**config.mk**
```make
export PLATFORM = sky130hd
export DESIGN_NAME = alm_irq_unit
export DESIGN_NICKNAME = d
export VERILOG_FILES = /design/src/rtl/alm_irq_pkg.sv /design/src/rtl/alm_field_cmp.sv /design/src/rtl/alm_matcher.sv /design/src/rtl/flag_bank.sv /design/src/rtl/irq_summary.sv /design/src/rtl/alm_irq_unit.sv
export SDC_FILE = /design/constraint.sdc
export NUM_CORES = 1
export LEC_CHECK = 0
export ABC_AREA = 1
export BUFFER_PORTS_ARGS = -buffer_cell sky130_fd_sc_hd__buf_4
export CAP_MARGIN = 20
export CELL_PAD_IN_SITES_DETAIL_PLACEMENT = 2
export CELL_PAD_IN_SITES_GLOBAL_PLACEMENT = 2
export CORE_AREA = 5 5 74 76
export CTS_BUF_LIST = sky130_fd_sc_hd__clkbuf_2 sky130_fd_sc_hd__clkbuf_4 sky130_fd_sc_hd__clkbuf_8
export CTS_CLUSTER_SIZE = 30
export DETAILED_ROUTE_END_ITERATION = 7
export DIE_AREA = 0 0 79 81
export MAX_ROUTING_LAYER = met4
export PLACE_DENSITY_LB_ADDON = 0.08
export SYNTH_ARGS = -nofsm -noshare
export SYNTH_HDL_FRONTEND = slang
export SYNTH_SLANG_ARGS = --single-unit
```
**constraint.sdc**
```tcl
create_clock -name clk -period 2.2 [get_ports clk]
set_input_delay 0.33 -clock clk [delete_from_list [all_inputs] [get_ports clk]]
set_output_delay 0.33 -clock clk [all_outputs]
set_load 0.05 [all_outputs]
```
**src/rtl/alm_irq_pkg.sv**
```systemverilog
package alm_irq_pkg;
  localparam int NUM_FIELDS = 3;
  localparam int NUM_FLAGS  = 6;
  localparam int STAT_W     = 8;
  localparam int EXT_W      = 3;

  // flag vector positions
  localparam int FLG_PER  = 0;
  localparam int FLG_ALM  = 1;
  localparam int FLG_UPD  = 2;
  localparam int FLG_WAKE = 3;
  localparam int FLG_KICK = 4;
  localparam int FLG_RCLR = 5;
endpackage

```
**src/rtl/alm_field_cmp.sv**
```systemverilog
module alm_field_cmp #(
  parameter int DATA_W = 8
) (
  input  logic [DATA_W-1:0] cur_val,
  input  logic [DATA_W-1:0] alm_val,
  output logic              hit
);
  localparam int TOP = DATA_W - 1;

  logic wild;

  // both top bits high: the byte matches anything
  always_comb begin
    wild = alm_val[TOP] & alm_val[TOP-1];
    hit  = wild | (cur_val == alm_val);
  end
endmodule

```
**src/rtl/alm_matcher.sv**
```systemverilog
module alm_matcher #(
  parameter int DATA_W     = 8,
  parameter int NUM_FIELDS = 3
) (
  input  logic [NUM_FIELDS-1:0][DATA_W-1:0] cur_vec,
  input  logic [NUM_FIELDS-1:0][DATA_W-1:0] alm_vec,
  output logic                              all_hit
);
  logic [NUM_FIELDS-1:0] hits;

  for (genvar g = 0; g < NUM_FIELDS; g++) begin : g_field
    alm_field_cmp #(.DATA_W(DATA_W)) u_cmp (
      .cur_val (cur_vec[g]),
      .alm_val (alm_vec[g]),
      .hit     (hits[g])
    );
  end

  assign all_hit = &hits;
endmodule

```
**src/rtl/flag_bank.sv**
```systemverilog
module flag_bank #(
  parameter int NUM_FLAGS = 6
) (
  input  logic                 clk,
  input  logic                 rst,
  input  logic [NUM_FLAGS-1:0] set_vec,
  input  logic [NUM_FLAGS-1:0] clr_vec,
  output logic [NUM_FLAGS-1:0] flags_d,
  output logic [NUM_FLAGS-1:0] flags_q
);
  for (genvar g = 0; g < NUM_FLAGS; g++) begin : g_flag
    // a new event wins over a clear on the same edge
    always_comb flags_d[g] = set_vec[g] | (flags_q[g] & ~clr_vec[g]);

    always_ff @(posedge clk) begin
      if (rst) flags_q[g] <= 1'b0;
      else     flags_q[g] <= flags_d[g];
    end
  end
endmodule

```
**src/rtl/irq_summary.sv**
```systemverilog
module irq_summary #(
  parameter int NUM_FLAGS = 6
) (
  input  logic                 clk,
  input  logic                 rst,
  input  logic [NUM_FLAGS-1:0] flags_d,
  input  logic [NUM_FLAGS-1:0] enables,
  output logic                 sum_q,
  output logic                 irq_n_q
);
  logic sum_d;

  always_comb sum_d = |(flags_d & enables);

  always_ff @(posedge clk) begin
    if (rst) begin
      sum_q   <= 1'b0;
      irq_n_q <= 1'b1;
    end else begin
      sum_q   <= sum_d;
      irq_n_q <= ~sum_d;
    end
  end
endmodule

```
**src/rtl/alm_irq_unit.sv**
```systemverilog
module alm_irq_unit
  import alm_irq_pkg::*;
#(
  parameter int DATA_W = 8
) (
  input  logic              clk,
  input  logic              rst,
  input  logic [DATA_W-1:0] cur_sec,
  input  logic [DATA_W-1:0] cur_min,
  input  logic [DATA_W-1:0] cur_hr,
  input  logic [DATA_W-1:0] alm_sec,
  input  logic [DATA_W-1:0] alm_min,
  input  logic [DATA_W-1:0] alm_hr,
  input  logic              upd_done,
  input  logic              per_tick,
  input  logic              wake_evt,
  input  logic              kick_evt,
  input  logic              ramclr_evt,
  input  logic [2:0]        ext_clr,
  input  logic              en_per,
  input  logic              en_alm,
  input  logic              en_upd,
  input  logic              en_wake,
  input  logic              en_kick,
  input  logic              en_ramclr,
  input  logic              stat_rd,
  output logic [7:0]        stat_byte,
  output logic [2:0]        ext_flags,
  output logic              irq_n
);
  logic [NUM_FIELDS-1:0][DATA_W-1:0] cur_vec, alm_vec;
  logic                              alm_hit;
  logic [NUM_FLAGS-1:0]              set_vec, clr_vec, en_vec;
  logic [NUM_FLAGS-1:0]              flags_d, flags_q;
  logic                              sum_q;

  assign cur_vec = {cur_hr, cur_min, cur_sec};
  assign alm_vec = {alm_hr, alm_min, alm_sec};

  alm_matcher #(.DATA_W(DATA_W), .NUM_FIELDS(NUM_FIELDS)) u_match (
    .cur_vec (cur_vec),
    .alm_vec (alm_vec),
    .all_hit (alm_hit)
  );

  always_comb begin
    set_vec           = '0;
    set_vec[FLG_PER]  = per_tick;
    set_vec[FLG_ALM]  = upd_done & alm_hit;
    set_vec[FLG_UPD]  = upd_done;
    set_vec[FLG_WAKE] = wake_evt;
    set_vec[FLG_KICK] = kick_evt;
    set_vec[FLG_RCLR] = ramclr_evt;

    clr_vec           = '0;
    clr_vec[FLG_PER]  = stat_rd;
    clr_vec[FLG_ALM]  = stat_rd;
    clr_vec[FLG_UPD]  = stat_rd;
    clr_vec[FLG_WAKE] = ext_clr[0];
    clr_vec[FLG_KICK] = ext_clr[1];
    clr_vec[FLG_RCLR] = ext_clr[2];

    en_vec            = '0;
    en_vec[FLG_PER]   = en_per;
    en_vec[FLG_ALM]   = en_alm;
    en_vec[FLG_UPD]   = en_upd;
    en_vec[FLG_WAKE]  = en_wake;
    en_vec[FLG_KICK]  = en_kick;
    en_vec[FLG_RCLR]  = en_ramclr;
  end

  flag_bank #(.NUM_FLAGS(NUM_FLAGS)) u_flags (
    .clk     (clk),
    .rst     (rst),
    .set_vec (set_vec),
    .clr_vec (clr_vec),
    .flags_d (flags_d),
    .flags_q (flags_q)
  );

  irq_summary #(.NUM_FLAGS(NUM_FLAGS)) u_sum (
    .clk     (clk),
    .rst     (rst),
    .flags_d (flags_d),
    .enables (en_vec),
    .sum_q   (sum_q),
    .irq_n_q (irq_n)
  );

  assign stat_byte = {sum_q, flags_q[FLG_PER], flags_q[FLG_ALM],
                      flags_q[FLG_UPD], 4'b0000};
  assign ext_flags = {flags_q[FLG_RCLR], flags_q[FLG_KICK], flags_q[FLG_WAKE]};
endmodule

```
==> out/summary.txt, run 1 <==
Cts repair resizes -> 0
CP arrival -> 1.27 ns
Synth Cell Area -> 729 µm²
Die Area -> 6400 µm²
Outcome -> finished, final reports clean
Peak supply drop -> 0.131 mV
Most common cell in the netlist -> nand2_1
Final worst-path cycle share -> 51.8%
Vias in the first global route -> 1097
Clk sinks -> 8
Final #Nets -> 261
Crit path kind -> input pin to flop
Die Y -> 81 µm
DP Worst Slack -> 0.785 ns
Ys async rst share -> 0%
CP endpoint kind -> flop
Fin. Hold Viols -> 0
Post-synth top flop -> dfxtp_1
Switch share -> 31.3%
Clock power frac -> 31.1%
Crit path required time -> 2.33 ns
Ys Warns -> 0
Gate power share -> 41.5%
Placeable Area -> 4660 µm²
Post-synth top area share -> 22.0%
GR peak layer -> met2
Root Driver -> clkbuf_8
RSZ-0062 raised after global routing -> no
EDFF count, synth -> 0
Switching power -> 0.181 mW
CTS Buffer Depth -> 2
Clock Skews -> 0.00515 ns
GRT overflow -> 0
Estimated wirelength of the detail-placed design -> 2730 µm
Initial DRC Count -> 2
DR pass1 iterations -> 2
Hold/Removal Path Class -> input pin to flop
Tmin final -> 1.14 ns
Crit Path Max Fanout -> 2
DRC viols -> 0
Routed Antenna Nets -> 0
Initial antenna violation count -> 0
WL/cell -> 11.4 µm
Num CTS Buffers -> 3
Register area share after synthesis -> 22.0%
Setup Fix Bufs, Post-CTS -> 0
Max Cap Viol -> 0
Met3 global-route usage -> 2.44%
Clock Latency Late Sink -> 0.23 ns
Total track usage -> 9.01%
Pin count of the biggest net entering global routing -> 7
Area Growth Syn to Fin -> 85.4%
Critical Path Start Type -> input pin
Max Slew Vio Count -> 0
Syn Inst Count -> 121
WL final -> 2820 µm
Synth area leaders -> dfxtp_1, nand2_1, xnor2_1
Met2 Usage GRT -> 18.6%
Leak -> 0.753 nW
Flop pwr share -> 27.4%
Distinct cells, synth -> 17
First-pass GRT wire length -> 4460 µm
Internal power -> 0.398 mW
Cell accounting for the most synthesized area -> dfxtp_1
Share of cells above drive strength 1 -> 42.3%
Ant diodes -> 0
PortBufs -> 72
IO Count -> 77
Mapped Avg Cell Area -> 6.03 µm²
Vias per std cell -> 3.93
Routability cong. -> 0.659
Final setup violation count -> 0
Cts hold-fix bufs -> 0
Setup_tns -> 0 ns
CTS tree -> done
Setup WS post-layout -> 1.06 ns
Clock slew seen by the registers of the worst setup and hold paths -> 0.05 ns
Placement Rows -> 25
H-tree depth -> 1
Synth Register Bits -> 8
Reg2Reg Setup Slack -> 1.10 ns
Via count -> 975
List of most frequent post-synthesis cells -> nand2_1, inv_1, xnor2_1
Initial Utilization -> 15.7%
FMAX -> 877 MHz
Met1 Use GR -> 7.88%
Die X -> 79 µm
Power per cell area -> 428 nW/µm²
[cell type report]
type | instances | area (µm²)
Fill cell | 577 | 3310
Tap cell | 54 | 67.6
Multi-Input combinational cell | 88 | 457
Clock buffer | 3 | 41.3
Inverter | 23 | 86.3
Sequential cell | 8 | 160
Timing Repair Buffer | 72 | 541
[stage by stage]
step                area (µm²)  util [%]  power, mW  hold slack, ns  instances
global route              1350      29.0      0.620           0.318        248
CTS                       1350      29.0      0.593           0.307        248
detailed placement        1310      28.1      0.407           0.514        245
finish                    1350      29.0      0.580           0.310        248
floorplan                  741         -      0.288           0.402        124
global placement          1310      28.1      0.400           0.491        245
[power groups by stage]
| stage | registers, mW | clock network [mW] | logic, mW |
|---|---|---|---|
| 6_report | 0.159 | 0.180 | 0.241 |
| 5_1_grt | 0.159 | 0.198 | 0.263 |
| 4_1_cts | 0.159 | 0.188 | 0.246 |
| 3_5_place_dp | 0.161 | 0 | 0.246 |
| 3_3_place_gp | 0.161 | 0 | 0.239 |
| 2_1_floorplan | 0.188 | 0 | 0.0999 |
[path summary, 6_finish.rpt]
kind,startpoint,endpoint,cells past startpoint
worst min-delay path,rst,u_flags.flags_q[0]$_SDFF_PP0_,2
worst max-delay path,alm_sec[3],u_sum.irq_n_q$_SDFF_PP1_,11
worst min register to register,u_flags.flags_q[2]$_SDFF_PP0_,u_flags.flags_q[2]$_SDFF_PP0_,2
worst max register to register,u_flags.flags_q[3]$_SDFF_PP0_,u_sum.sum_q$_SDFF_PP0_,6
[worst max-delay path, cell delays in order]
cell and delay, ns:
buf_4 0.11, xnor2_1 0.14, nand2_1 0.08, nor2_2 0.08, nand2_1 0.07, nand2_1 0.06
nand2_1 0.06, o21ai_2 0.16, nand3_2 0.08, nand2_2 0.07, inv_2 0.03
[flip-flops by register name, indices dropped and copies added, names as in the netlist]
name	cells
u_flags.flags_q	6
u_sum.sum_q	1
u_sum.irq_n_q	1
[routing by layer]
metal	wire [µm]	part of all wire, %	vias to the layer above
li1	-	-	489
met1	931	33	448
met2	1680	60	36
met3	178	6.3	2
met4	25	0.89	0
met5	0	0	-
[cell usage in the layout, fill, tap and decap left out, types with 3 or more instances in the layout]
cell and count:
a21oi_1 5, clkbuf_8 3, inv_1 21, xnor2_1 18, nor2_1 10, nand2_1 42, buf_4 72, conb_1 4
dfxtp_1 8
[cell families (layout without fill, tap and decap cells)]
group | Yosys count | count (layout) | share of synthesized area (%)
AOI/OAI and AO/OA | 9 | 9 | 7.38
other | 1 | 4 | 0.514
and+or+nand+nor | 57 | 57 | 31.6
xor gates and xnor gates | 18 | 18 | 21.6
buffers and inverters | 28 | 98 | 17.0
DFF | 8 | 8 | 22.0
No activity file was read; power rests on OpenSTA's default activity.
==> run 2: changes to the inputs <==
--- a/config.mk
+++ b/config.mk
@@ -10,11 +10,11 @@
 export CAP_MARGIN = 20
 export CELL_PAD_IN_SITES_DETAIL_PLACEMENT = 2
 export CELL_PAD_IN_SITES_GLOBAL_PLACEMENT = 2
-export CORE_AREA = 5 5 74 76
+export CORE_AREA = 5 5 81 83
 export CTS_BUF_LIST = sky130_fd_sc_hd__clkbuf_2 sky130_fd_sc_hd__clkbuf_4 sky130_fd_sc_hd__clkbuf_8
 export CTS_CLUSTER_SIZE = 30
 export DETAILED_ROUTE_END_ITERATION = 7
-export DIE_AREA = 0 0 79 81
+export DIE_AREA = 0 0 86 88
 export MAX_ROUTING_LAYER = met4
 export PLACE_DENSITY_LB_ADDON = 0.08
 export SYNTH_ARGS = -nofsm -noshare
==> constraint.sdc (replaced) <==
create_clock -name clk -period 1 [get_ports clk]
set_input_delay 0.15 -clock clk [delete_from_list [all_inputs] [get_ports clk]]
set_output_delay 0.15 -clock clk [all_outputs]
set_load 0.05 [all_outputs]
==> run 2 against run 1 <==
Critical path type is now flop to flop. First-iteration DRC count grew to 2.5 times the previous value. Flip-flop and latch count stayed put. Sequential share of layout area is 0.61 points lower. Global-route usage is 0.92 points lower. Largest power group unchanged. Combinational power grew to 2.5 times the previous value. Cell area is 14% higher. Core utilization is 2.4 points lower. Sequential power is 120% higher. The run now ends with negative setup slack left. Cell count is 11% higher. Register-to-register slack worse by 1.1 ns.
==> out/summary.txt, run 2 (synthesized netlist as in run 1, its figures left out) <==
Share of cells above drive strength 1 -> 54.0% (+12 points)
Routed Antenna Nets -> 0 (unchanged)
CTS Buffer Depth -> 2 (unchanged)
Crit path kind -> flop to flop
Tmin final -> 1.02 ns
Total track usage -> 8.09% (-0.92 points)
DRC viols -> 0 (unchanged)
Clock slew seen by the registers of the worst setup and hold paths -> 0.05 ns (about the same)
Hold/Removal Path Class -> input pin to flop
CTS tree -> done
Vias in the first global route -> 1113 (+1.5%)
CP endpoint kind -> flop
Outcome -> complete, but fails checks
Post-DP Area -> 1380 µm² (+5.5%)
Vias per std cell -> 3.65 (-7.2%)
Clock Latency Late Sink -> 0.23 ns (about the same)
Root Driver -> clkbuf_8
RSZ-0062 raised after global routing -> yes
DR pass1 iterations -> 3 (+1)
Die Y -> 88 µm (+8.6%)
Final setup violation count -> 2 (+2)
Reg2Reg Setup Slack -> -0.02 ns (-1.12 ns)
Peak supply drop -> 0.383 mV (+190%)
FMAX -> 979 MHz
Pin count of the biggest net entering global routing -> 7 (unchanged)
Dpl cells -> 270 (+10%)
Biggest registers after layout -> u_flags.flags_q (6), u_sum.irq_n_q (1), u_sum.sum_q (1)
Routability cong. -> 0.707 (+7.3%)
Crit Path Max Fanout -> 2 (unchanged)
Final worst-path cycle share -> 102%
Post-Layout Cell Count -> 275 (+11%)
Commonest non-fill, non-tap cell in the layout -> buf_4
PortBufs -> 72 (unchanged)
Initial DRC Count -> 5 (+3)
Biggest register -> u_flags.flags_q
GRT overflow -> 0 (unchanged)
Max reg flops -> 6 (unchanged)
Final Power -> 1.40 mW (+140%)
Setup WS post-layout -> -0.0217 ns (-1.08 ns)
Max Slew Vio Count -> 0 (unchanged)
Num CTS Buffers -> 3 (unchanged)
Final #Nets -> 266 (+1.9%)
Commonest cells after routing, fill and taps aside -> buf_4, nand2_1, inv_1
Ant diodes -> 0 (unchanged)
Power per cell area -> 913 nW/µm² (+110%)
IO Count -> 77 (unchanged)
WL final -> 3120 µm (+11%)
Area Growth Syn to Fin -> 111%
First-pass GRT wire length -> 4700 µm (+5.4%)
Design area -> 1540 µm² (+14%)
Crit path required time -> 1.12 ns (-1.21 ns)
Clk sinks -> 8 (unchanged)
CP arrival -> 1.14 ns (-0.13 ns)
Critical Path Start Type -> flop
Die Area -> 7570 µm² (+18%)
Failing checks -> negative setup slack
Placement Rows -> 28 (+12%)
Leak -> 0.841 nW (+12%)
Die X -> 86 µm (+8.9%)
Clock Skews -> 0.00576 ns (+0.000605 ns)
Fin. Hold Viols -> 0 (unchanged)
WL/cell -> 11.4 µm (about the same)
Via count -> 1003 (+2.9%)
DP Worst Slack -> -0.269 ns (-1.05 ns)
Filler cells -> 696 (+21%)
Initial antenna violation count -> 0 (unchanged)
H-tree depth -> 1 (unchanged)
Estimated wirelength of the detail-placed design -> 2820 µm (+3.4%)
Max Cap Viol -> 0 (unchanged)
Initial Utilization -> 12.6% (-3.0 points)
Placeable Area -> 5780 µm² (+24%)
run 2: cell count changes in the layout (fill, tap and decap cells not counted), moves of 2 or more:
cell	previous run	this run
xnor2_2	0	9
dfxtp_4	0	2
dfxtp_1	8	2
a21oi_2	0	2
buf_6	0	4
a21oi_1	5	3
dfxtp_2	0	4
xnor2_1	18	9
run 2: what timing repair did:
action	in CTS	in global routing
hold buffers	0	0
pin swaps	2	12
hold endpoints to repair	0	0
gates resized for setup	2	15
setup buffers	1	0
endpoints found under the setup margin	3	3
run 2: path summary, 6_finish.rpt:
path | start | to | cells past startpoint
hold / removal | rst | u_flags.flags_q[3]$_SDFF_PP0_ | 2
setup / recovery | u_flags.flags_q[3]$_SDFF_PP0_ | u_sum.sum_q$_SDFF_PP0_ | 6
hold reg to reg | u_flags.flags_q[5]$_SDFF_PP0_ | u_flags.flags_q[5]$_SDFF_PP0_ | 2
setup reg to reg | u_flags.flags_q[3]$_SDFF_PP0_ | u_sum.sum_q$_SDFF_PP0_ | 6
run 2: layer usage:
layer	wire (µm)	GRT usage [%]	vias up
met4	25	1.73	0
li1	-	-	501
met2	1790	15.9	42
met5	0	-	-
met1	1150	7.97	458
met3	157	1.98	2
run 2: worst max-delay path, stage by stage (launching register included):
cell and delay, ns:
dfxtp_4 0.34, a21oi_2 0.13, inv_1 0.06, nand2_2 0.06
o221ai_2 0.08, o21ai_1 0.17, nand2_2 0.08
run 2: cell type report:
| cell class | instances | area, µm² | share of cell area [%] |
|---|---|---|---|
| repair buffers | 77 | 593 | 38.6 |
| multi-input cells | 88 | 543 | 35.3 |
| flip-flops and latches | 8 | 173 | 11.2 |
| well taps | 75 | 93.8 | 6.10 |
| inverters | 23 | 86.3 | 5.61 |
| clock buffers | 4 | 48.8 | 3.17 |
run 2: per-stage QoR:
stage	hold WS (ns)	setup TNS (ns)	util, %
final	0.125	-0.0287	26.6
after detailed placement	0.377	-0.630	23.9
after global routing	0.118	-0.249	26.6
after floorplan	0.213	-0.0789	-
after CTS	0.120	-0.0897	25.1
after global placement	0.367	-0.619	23.9
run 2: power breakdown:
part,switching (mW),internal [mW],leakage (nW)
clock network,0.142,0.305,0.0262
registers,0.0101,0.341,0.0690
logic,0.286,0.321,0.746
